==> src/rtl/pbd_pkg.sv <==
package pbd_pkg;

    typedef enum logic [1:0] {
        PH_FETCH = 2'd0,
        PH_CLR1  = 2'd1,
        PH_ACC   = 2'd2,
        PH_CLR2  = 2'd3
    } phase_e;

    typedef enum logic [1:0] {
        WIN_IDLE = 2'd0,
        WIN_PRE  = 2'd1,
        WIN_OPEN = 2'd2,
        WIN_DONE = 2'd3
    } win_e;

    // {A, restored B}: 10 fetch, 11 clear, 01 access, 00 clear
    function automatic phase_e phase_of(input logic a, input logic b);
        case ({a, b})
            2'b10:   return PH_FETCH;
            2'b11:   return PH_CLR1;
            2'b01:   return PH_ACC;
            default: return PH_CLR2;
        endcase
    endfunction

    function automatic phase_e phase_next(input phase_e p);
        return phase_e'(p + 2'd1);
    endfunction

endpackage

==> src/rtl/pbd_sync.sv <==
module pbd_sync #(
    parameter int          W       = 8,
    parameter logic [W-1:0] RST_VAL = '0
) (
    input  logic         clk,
    input  logic         rst_n,
    input  logic [W-1:0] d,
    output logic [W-1:0] q
);
    typedef struct packed {
        logic [W-1:0] s1;
        logic [W-1:0] s2;
    } sync_t;

    sync_t r_d, r_q;

    always_comb begin
        r_d    = r_q;
        r_d.s1 = d;
        r_d.s2 = r_q.s1;
    end

    always_ff @(posedge clk or negedge rst_n) begin
        if (!rst_n) begin
            r_q.s1 <= RST_VAL;
            r_q.s2 <= RST_VAL;
        end else begin
            r_q <= r_d;
        end
    end

    assign q = r_q.s2;
endmodule

==> src/rtl/pbd_phase_track.sv <==
module pbd_phase_track
    import pbd_pkg::*;
(
    input  logic   clk,
    input  logic   rst_n,
    input  logic   lvl_a,
    input  logic   lvl_b_n,
    output phase_e ph_now,
    output logic   exit_fetch,
    output logic   exit_acc,
    output logic   lock_lost
);
    typedef struct packed {
        phase_e ph;
        logic   lock;
    } trk_t;

    trk_t r_d, r_q;
    logic step, legal;

    always_comb begin
        ph_now     = phase_of(lvl_a, ~lvl_b_n);
        step       = (ph_now != r_q.ph);
        legal      = (ph_now == phase_next(r_q.ph));
        exit_fetch = r_q.lock && step && legal && (r_q.ph == PH_FETCH);
        exit_acc   = r_q.lock && step && legal && (r_q.ph == PH_ACC);
        lock_lost  = step && !legal;

        r_d    = r_q;
        r_d.ph = ph_now;
        if (lock_lost) begin
            r_d.lock = 1'b0;
        end else if (step && ph_now == PH_CLR2) begin
            r_d.lock = 1'b1;
        end
    end

    always_ff @(posedge clk or negedge rst_n) begin
        if (!rst_n) begin
            r_q.ph   <= PH_CLR2;
            r_q.lock <= 1'b0;
        end else begin
            r_q <= r_d;
        end
    end
endmodule

==> src/rtl/pbd_window.sv <==
module pbd_window
    import pbd_pkg::*;
#(
    parameter int PRE_W = 16,
    parameter int LEN_W = 16
) (
    input  logic             clk,
    input  logic             rst_n,
    input  logic             tgt_run,
    input  logic             cycle_end,
    input  logic [PRE_W-1:0] pretrig,
    input  logic [LEN_W-1:0] cap_len,
    output logic             is_open
);
    localparam int CNT_W = (PRE_W > LEN_W) ? PRE_W : LEN_W;

    typedef struct packed {
        win_e             st;
        logic             run_prev;
        logic [CNT_W-1:0] cnt;
    } win_t;

    win_t r_d, r_q;
    logic [CNT_W-1:0] cnt_inc;

    always_comb begin
        r_d          = r_q;
        r_d.run_prev = tgt_run;
        cnt_inc      = r_q.cnt + CNT_W'(1);
        if (!tgt_run) begin
            r_d.st  = WIN_IDLE;
            r_d.cnt = '0;
        end else if (!r_q.run_prev) begin
            r_d.st  = (pretrig == '0) ? WIN_OPEN : WIN_PRE;
            r_d.cnt = CNT_W'(pretrig);
            if (pretrig == '0) r_d.cnt = '0;
        end else if (cycle_end) begin
            case (r_q.st)
                WIN_PRE: begin
                    if (r_q.cnt == CNT_W'(1)) begin
                        r_d.st  = WIN_OPEN;
                        r_d.cnt = '0;
                    end else begin
                        r_d.cnt = r_q.cnt - CNT_W'(1);
                    end
                end
                WIN_OPEN: begin
                    r_d.cnt = cnt_inc;
                    if (cnt_inc >= CNT_W'(cap_len)) r_d.st = WIN_DONE;
                end
                default: ;
            endcase
        end
    end

    always_ff @(posedge clk or negedge rst_n) begin
        if (!rst_n) begin
            r_q.st       <= WIN_IDLE;
            r_q.run_prev <= 1'b0;
            r_q.cnt      <= '0;
        end else begin
            r_q <= r_d;
        end
    end

    assign is_open = (r_q.st == WIN_OPEN);
endmodule

==> src/rtl/pbus_phase_demux.sv <==
module pbus_phase_demux
    import pbd_pkg::*;
#(
    parameter int AW    = 12,
    parameter int DW    = 8,
    parameter int PRE_W = 16,
    parameter int LEN_W = 16
) (
    input  logic             clk,
    input  logic             rst_n,
    input  logic             tgt_rst_n,
    input  logic             bus_clka,
    input  logic             bus_clkb_n,
    input  logic [AW-1:0]    bus_addr,
    input  logic [DW-1:0]    bus_data,
    input  logic [PRE_W-1:0] pretrig_cycles,
    input  logic [LEN_W-1:0] capture_len,
    output logic             fetch_valid,
    output logic [AW-1:0]    fetch_addr,
    output logic [DW-1:0]    fetch_data,
    output logic             io_valid,
    output logic [AW-1:0]    io_addr,
    output logic [DW-1:0]    io_data,
    output logic             window_open
);
    localparam int SW = AW + DW + 3;
    localparam logic [SW-1:0] SYNC_RST = {3'b001, {(AW + DW){1'b0}}};

    logic [SW-1:0] s_bus;
    logic          s_run, s_a, s_bn;
    logic [AW-1:0] s_addr;
    logic [DW-1:0] s_data;
    phase_e        ph;
    logic          exit_fetch, exit_acc, lock_lost, win_open;

    pbd_sync #(.W(SW), .RST_VAL(SYNC_RST)) sync_i (
        .clk   (clk),
        .rst_n (rst_n),
        .d     ({tgt_rst_n, bus_clka, bus_clkb_n, bus_addr, bus_data}),
        .q     (s_bus)
    );

    assign {s_run, s_a, s_bn, s_addr, s_data} = s_bus;

    pbd_phase_track trk_i (
        .clk        (clk),
        .rst_n      (rst_n),
        .lvl_a      (s_a),
        .lvl_b_n    (s_bn),
        .ph_now     (ph),
        .exit_fetch (exit_fetch),
        .exit_acc   (exit_acc),
        .lock_lost  (lock_lost)
    );

    pbd_window #(.PRE_W(PRE_W), .LEN_W(LEN_W)) win_i (
        .clk       (clk),
        .rst_n     (rst_n),
        .tgt_run   (s_run),
        .cycle_end (exit_acc),
        .pretrig   (pretrig_cycles),
        .cap_len   (capture_len),
        .is_open   (win_open)
    );

    typedef struct packed {
        logic [AW-1:0] rom_a;     // address held during fetch phase
        logic [DW-1:0] late_d;    // data held during fetch phase
        logic [AW-1:0] acc_a;     // address held during access phase
        logic [DW-1:0] rom_d;     // data held during access phase
        logic [AW-1:0] pend_a;    // access address awaiting its data
        logic          pend_ok;
        logic          fv;
        logic [AW-1:0] fa;
        logic [DW-1:0] fd;
        logic          iv;
        logic [AW-1:0] ia;
        logic [DW-1:0] id;
        logic          wo;
    } rec_t;

    rec_t r_d, r_q;

    always_comb begin
        r_d    = r_q;
        r_d.fv = 1'b0;
        r_d.iv = 1'b0;
        r_d.wo = win_open;

        if (ph == PH_FETCH) begin
            r_d.rom_a  = s_addr;
            r_d.late_d = s_data;
        end
        if (ph == PH_ACC) begin
            r_d.acc_a = s_addr;
            r_d.rom_d = s_data;
        end

        if (exit_fetch && win_open && r_q.pend_ok) begin
            r_d.iv = 1'b1;
            r_d.ia = r_q.pend_a;
            r_d.id = r_q.late_d;
        end

        if (exit_acc) begin
            r_d.pend_a  = r_q.acc_a;
            r_d.pend_ok = 1'b1;
            if (win_open) begin
                r_d.fv = 1'b1;
                r_d.fa = r_q.rom_a;
                r_d.fd = r_q.rom_d;
            end
        end

        if (lock_lost) r_d.pend_ok = 1'b0;
    end

    always_ff @(posedge clk or negedge rst_n) begin
        if (!rst_n) begin
            r_q <= '0;
        end else begin
            r_q <= r_d;
        end
    end

    assign fetch_valid = r_q.fv;
    assign fetch_addr  = r_q.fa;
    assign fetch_data  = r_q.fd;
    assign io_valid    = r_q.iv;
    assign io_addr     = r_q.ia;
    assign io_data     = r_q.id;
    assign window_open = r_q.wo;
endmodule

==> config.mk <==
export PLATFORM = sky130hd
export DESIGN_NAME = pbus_phase_demux
export DESIGN_NICKNAME = d
export VERILOG_FILES = /design/src/rtl/pbd_pkg.sv /design/src/rtl/pbd_sync.sv /design/src/rtl/pbd_phase_track.sv /design/src/rtl/pbd_window.sv /design/src/rtl/pbus_phase_demux.sv
export SDC_FILE = /design/constraint.sdc
export NUM_CORES = 1
export LEC_CHECK = 0
export ABC_AREA = 1
export BUFFER_PORTS_ARGS = -buffer_cell sky130_fd_sc_hd__clkbuf_2
export CORE_UTILIZATION = 45
export DETAILED_ROUTE_END_ITERATION = 10
export PLACE_DENSITY = 0.74
export SLEW_MARGIN = 10
export SYNTH_ARGS = -nofsm -noshare
export SYNTH_HDL_FRONTEND = slang
export SYNTH_SLANG_ARGS = --single-unit
==> constraint.sdc <==
create_clock -name clk -period 6.7 [get_ports clk]
set_input_delay 1.005 -clock clk [delete_from_list [all_inputs] [get_ports clk]]
set_output_delay 1.005 -clock clk [all_outputs]
set_load 0.05 [all_outputs]
==> results.py <==
metrics = {
    "die": {
        "core_area_um2": 16600,
        "start_util": 0.462,
        "die_width_um": 133,
        "num_rows": 47,
        "die_h_um": 133,
        "ios": 100,
        "dieArea_um2": 17600,
    },
    "route": {
        "dr_wl_met3_um": 872,
        "via_per_inst": 4.89,
        "wl_met1_um": 7630,
        "wire_per_inst_um": 14.3,
        "top_layer": "met4",
        "drt_iter0_drc": 486,
        "via_count": 5677,
        "first_pass_iters": 5,
        "wl_met2_um": 7830,
        "ant_nets": 0,
        "drc_errors": 0,
        "drt-total-wl_um": 16600,
    },
    "place": {
        "gp_congestion": 0.909,
        "dp_worst_setup_slack_ps": 3930,
        "post_dp_cell_area_um2": 8060,
        "portBuffers": 99,
        "hpwl_um": 11900,
    },
    "min_path": {
        "whs_path_depth": 0,
        "hold_class": "register to register",
    },
    "finish": {
        "antennaDiodeCount": 0,
        "fillers": 1550,
        "nNetsFinal": 1010,
        "finalInstanceArea_um2": 8640,
        "syn2layout_area_growth_pct": 12.4,
        "drive_gt1_frac": 0.190,
    },
    "critical_path": {
        "timing.critical_path.cells": "inv_1, ha_1, xnor2_1, nor2_2, nand2_2, nor2_8, nand2_1, buf_4, nand2_1, o21ai_1",
        "worstSetupPathType": "register to register",
        "startpoint_type": "register",
        "max_stage_delay_ps": 540,
        "critPathMaxFanout": 26,
        "crit_required_ps": 7010,
        "arrival_ps": 3090,
        "slowest_stage": "dfstp_2",
        "crit_path_end_kind": "register",
        "cpMostUsedCell": "nand2_1",
        "rr_worst_depth": 10,
    },
    "sta": {
        "final_max_slew_viol_count": 0,
        "setup_viol": 0,
        "fin_crit_sh": 0.415,
        "tightest_slew_ps": 896,
        "fin_worst_skew_ps": 9.31,
        "hold_viol": 0,
        "max_freq_ghz": 0.359,
        "min_period_ps": 2780,
        "setup_slack_ps": 3920,
        "slew_headroom": 0.403,
        "fin_setup_tns_ps": 0,
        "rsz0062_at_grt": "no",
        "timing.hold.ws_ps": 348,
    },
    "logic_synthesis": {
        "avgSynthCellArea_um2": 8.81,
        "async_flop_share": 1.00,
        "synthDistinctLibCells": 40,
        "yosysMostFrequentCell": "nand2_1",
        "yosys-top-cells-count": "nand2_1 (221), dfrtp_1 (160), inv_1 (120)",
        "synth_cells": 872,
        "ys_seq_area_frac": 0.535,
        "synth_edf_count": 0,
        "synth_area_um2": 7690,
        "synth_flop_cell": "dfrtp_1",
        "synth_warnings": 0,
        "syn_nets": 954,
        "ys_seq_elements": 164,
        "yosysTopAreaCell": "dfrtp_1",
        "yosys-top-cells-area": "dfrtp_1 (52%), nand2_1 (11%), inv_1 (5.9%)",
        "synth_top_area_share": 0.521,
    },
    "cts": {
        "clkTransAtPathRegs_ps": 70,
        "clock-sinks": 164,
        "cts_resized": 0,
        "post_cts_buffers": 0,
        "htreeDepth": 4,
        "cts_tree": "yes",
        "cts_buffer_depth": 2,
        "postCtsHoldBufs": 0,
        "clock_latency_ps": 430,
        "cts_buffers": 17,
        "cts-root-buf": "clkbuf_16",
    },
    "pwr": {
        "irDropWorstVdd_uv": 188,
        "p_leak_nw": 4.49,
        "p_total_w": 0.00247,
        "power.density_nw_per_um2": 286,
    },
    "global_routing": {
        "grt_pass1_vias": 5534,
        "overflow": 0,
        "grt_pass1_wl_um": 28100,
        "antenna_found_initial": 0,
        "grt_util_all_layers": 0.206,
        "grt_max_degree": 100,
    },
    "flow_run": {
        "max-cap-violations": 0,
    },
    "run_status": {
        "run_status": "finished clean",
    },
}
[worst max-delay path: cells and delay by family, from the launching register on]
family / cells / cell delay (ps)
and+or+nand+nor: 5 / 1090
AOI/OAI and AO/OA: 1 / 60
xor gates and xnor gates: 1 / 180
buffers and inverters: 2 / 450
DFF: 1 / 540
adders and majority gates: 1 / 320
[report_power, final]
part           total [W]  internal, W  switching, W
Sequential       0.00116      0.00109     0.0000606
Clock           0.000918     0.000489      0.000429
Combinational   0.000399     0.000128      0.000271
Total            0.00247      0.00171      0.000761
[sequential cells by signal (all words and copies together), names as in the netlist, 8 cells and up]
name        count
fetch_addr     12
io_data         8
sync_i.r_d     23
fetch_data      8
r_q            53
win_i.r_q      19
sync_i.q       23
io_addr        12
[logic make-up after synthesis]
logic type	share of synthesized area
and+or+nand+nor	0.192
muxes	0.0176
DFF	0.535
adders and majority gates	0.0407
AOI/OAI and AO/OA	0.0825
buffers and inverters	0.119
xor gates and xnor gates	0.0137
[layout make-up]
type | instances | area, um2 | share of cell area
inverter | 127 | 477 | 0.0552
clock buffer | 17 | 425 | 0.0493
sequential | 164 | 4110 | 0.476
clock inverter | 15 | 146 | 0.0170
tap | 220 | 275 | 0.0319
timing repair buffer | 103 | 532 | 0.0616
multi-input combinational | 515 | 2670 | 0.309
[layout by cell type, fill, tap and decap left out, types with 7 or more instances in the layout]
| cell | netlist | final |
|---|---|---|
| nand2_1 | 221 | 221 |
| dfrtp_1 | 160 | 160 |
| inv_1 | 120 | 120 |
| clkbuf_2 | 0 | 98 |
| o21ai_0 | 54 | 54 |
| o21ai_1 | 44 | 44 |
| nor2_1 | 38 | 38 |
| nand3_1 | 37 | 36 |
| ha_1 | 25 | 25 |
| clkbuf_16 | 0 | 17 |
| a21oi_1 | 16 | 16 |
| nor3_1 | 12 | 12 |
| mux2_2 | 12 | 12 |
| nand4_1 | 11 | 11 |
| xor2_1 | 11 | 11 |
| nor2_2 | 7 | 7 |
[final timing paths]
path	from	endpoint	slack, ps
max	sync_i.q[20]	fetch_data[4]	3920
max in group asynchronous	rst_n	r_q[84]	4640
max reg2reg	sync_i.q[20]	fetch_data[4]	3920
min in group asynchronous	rst_n	sync_i.r_d[16]	680
min reg2reg	sync_i.r_d[6]	sync_i.q[6]	350
min	sync_i.r_d[6]	sync_i.q[6]	350
[per-stage QoR]
stage,utilization,instances
final,0.519,1161
after global routing,0.519,1161
after CTS,0.519,1161
after detailed placement,0.485,1129
after global placement,0.485,1129
after floorplan,-,872
[layer usage]
metal	vias up	GRT usage
met5	-	0
met4	0	0.0773
met3	23	0.0471
met2	174	0.327
met1	2666	0.276
li1	2814	-
Power figures use the tool's default switching activity.
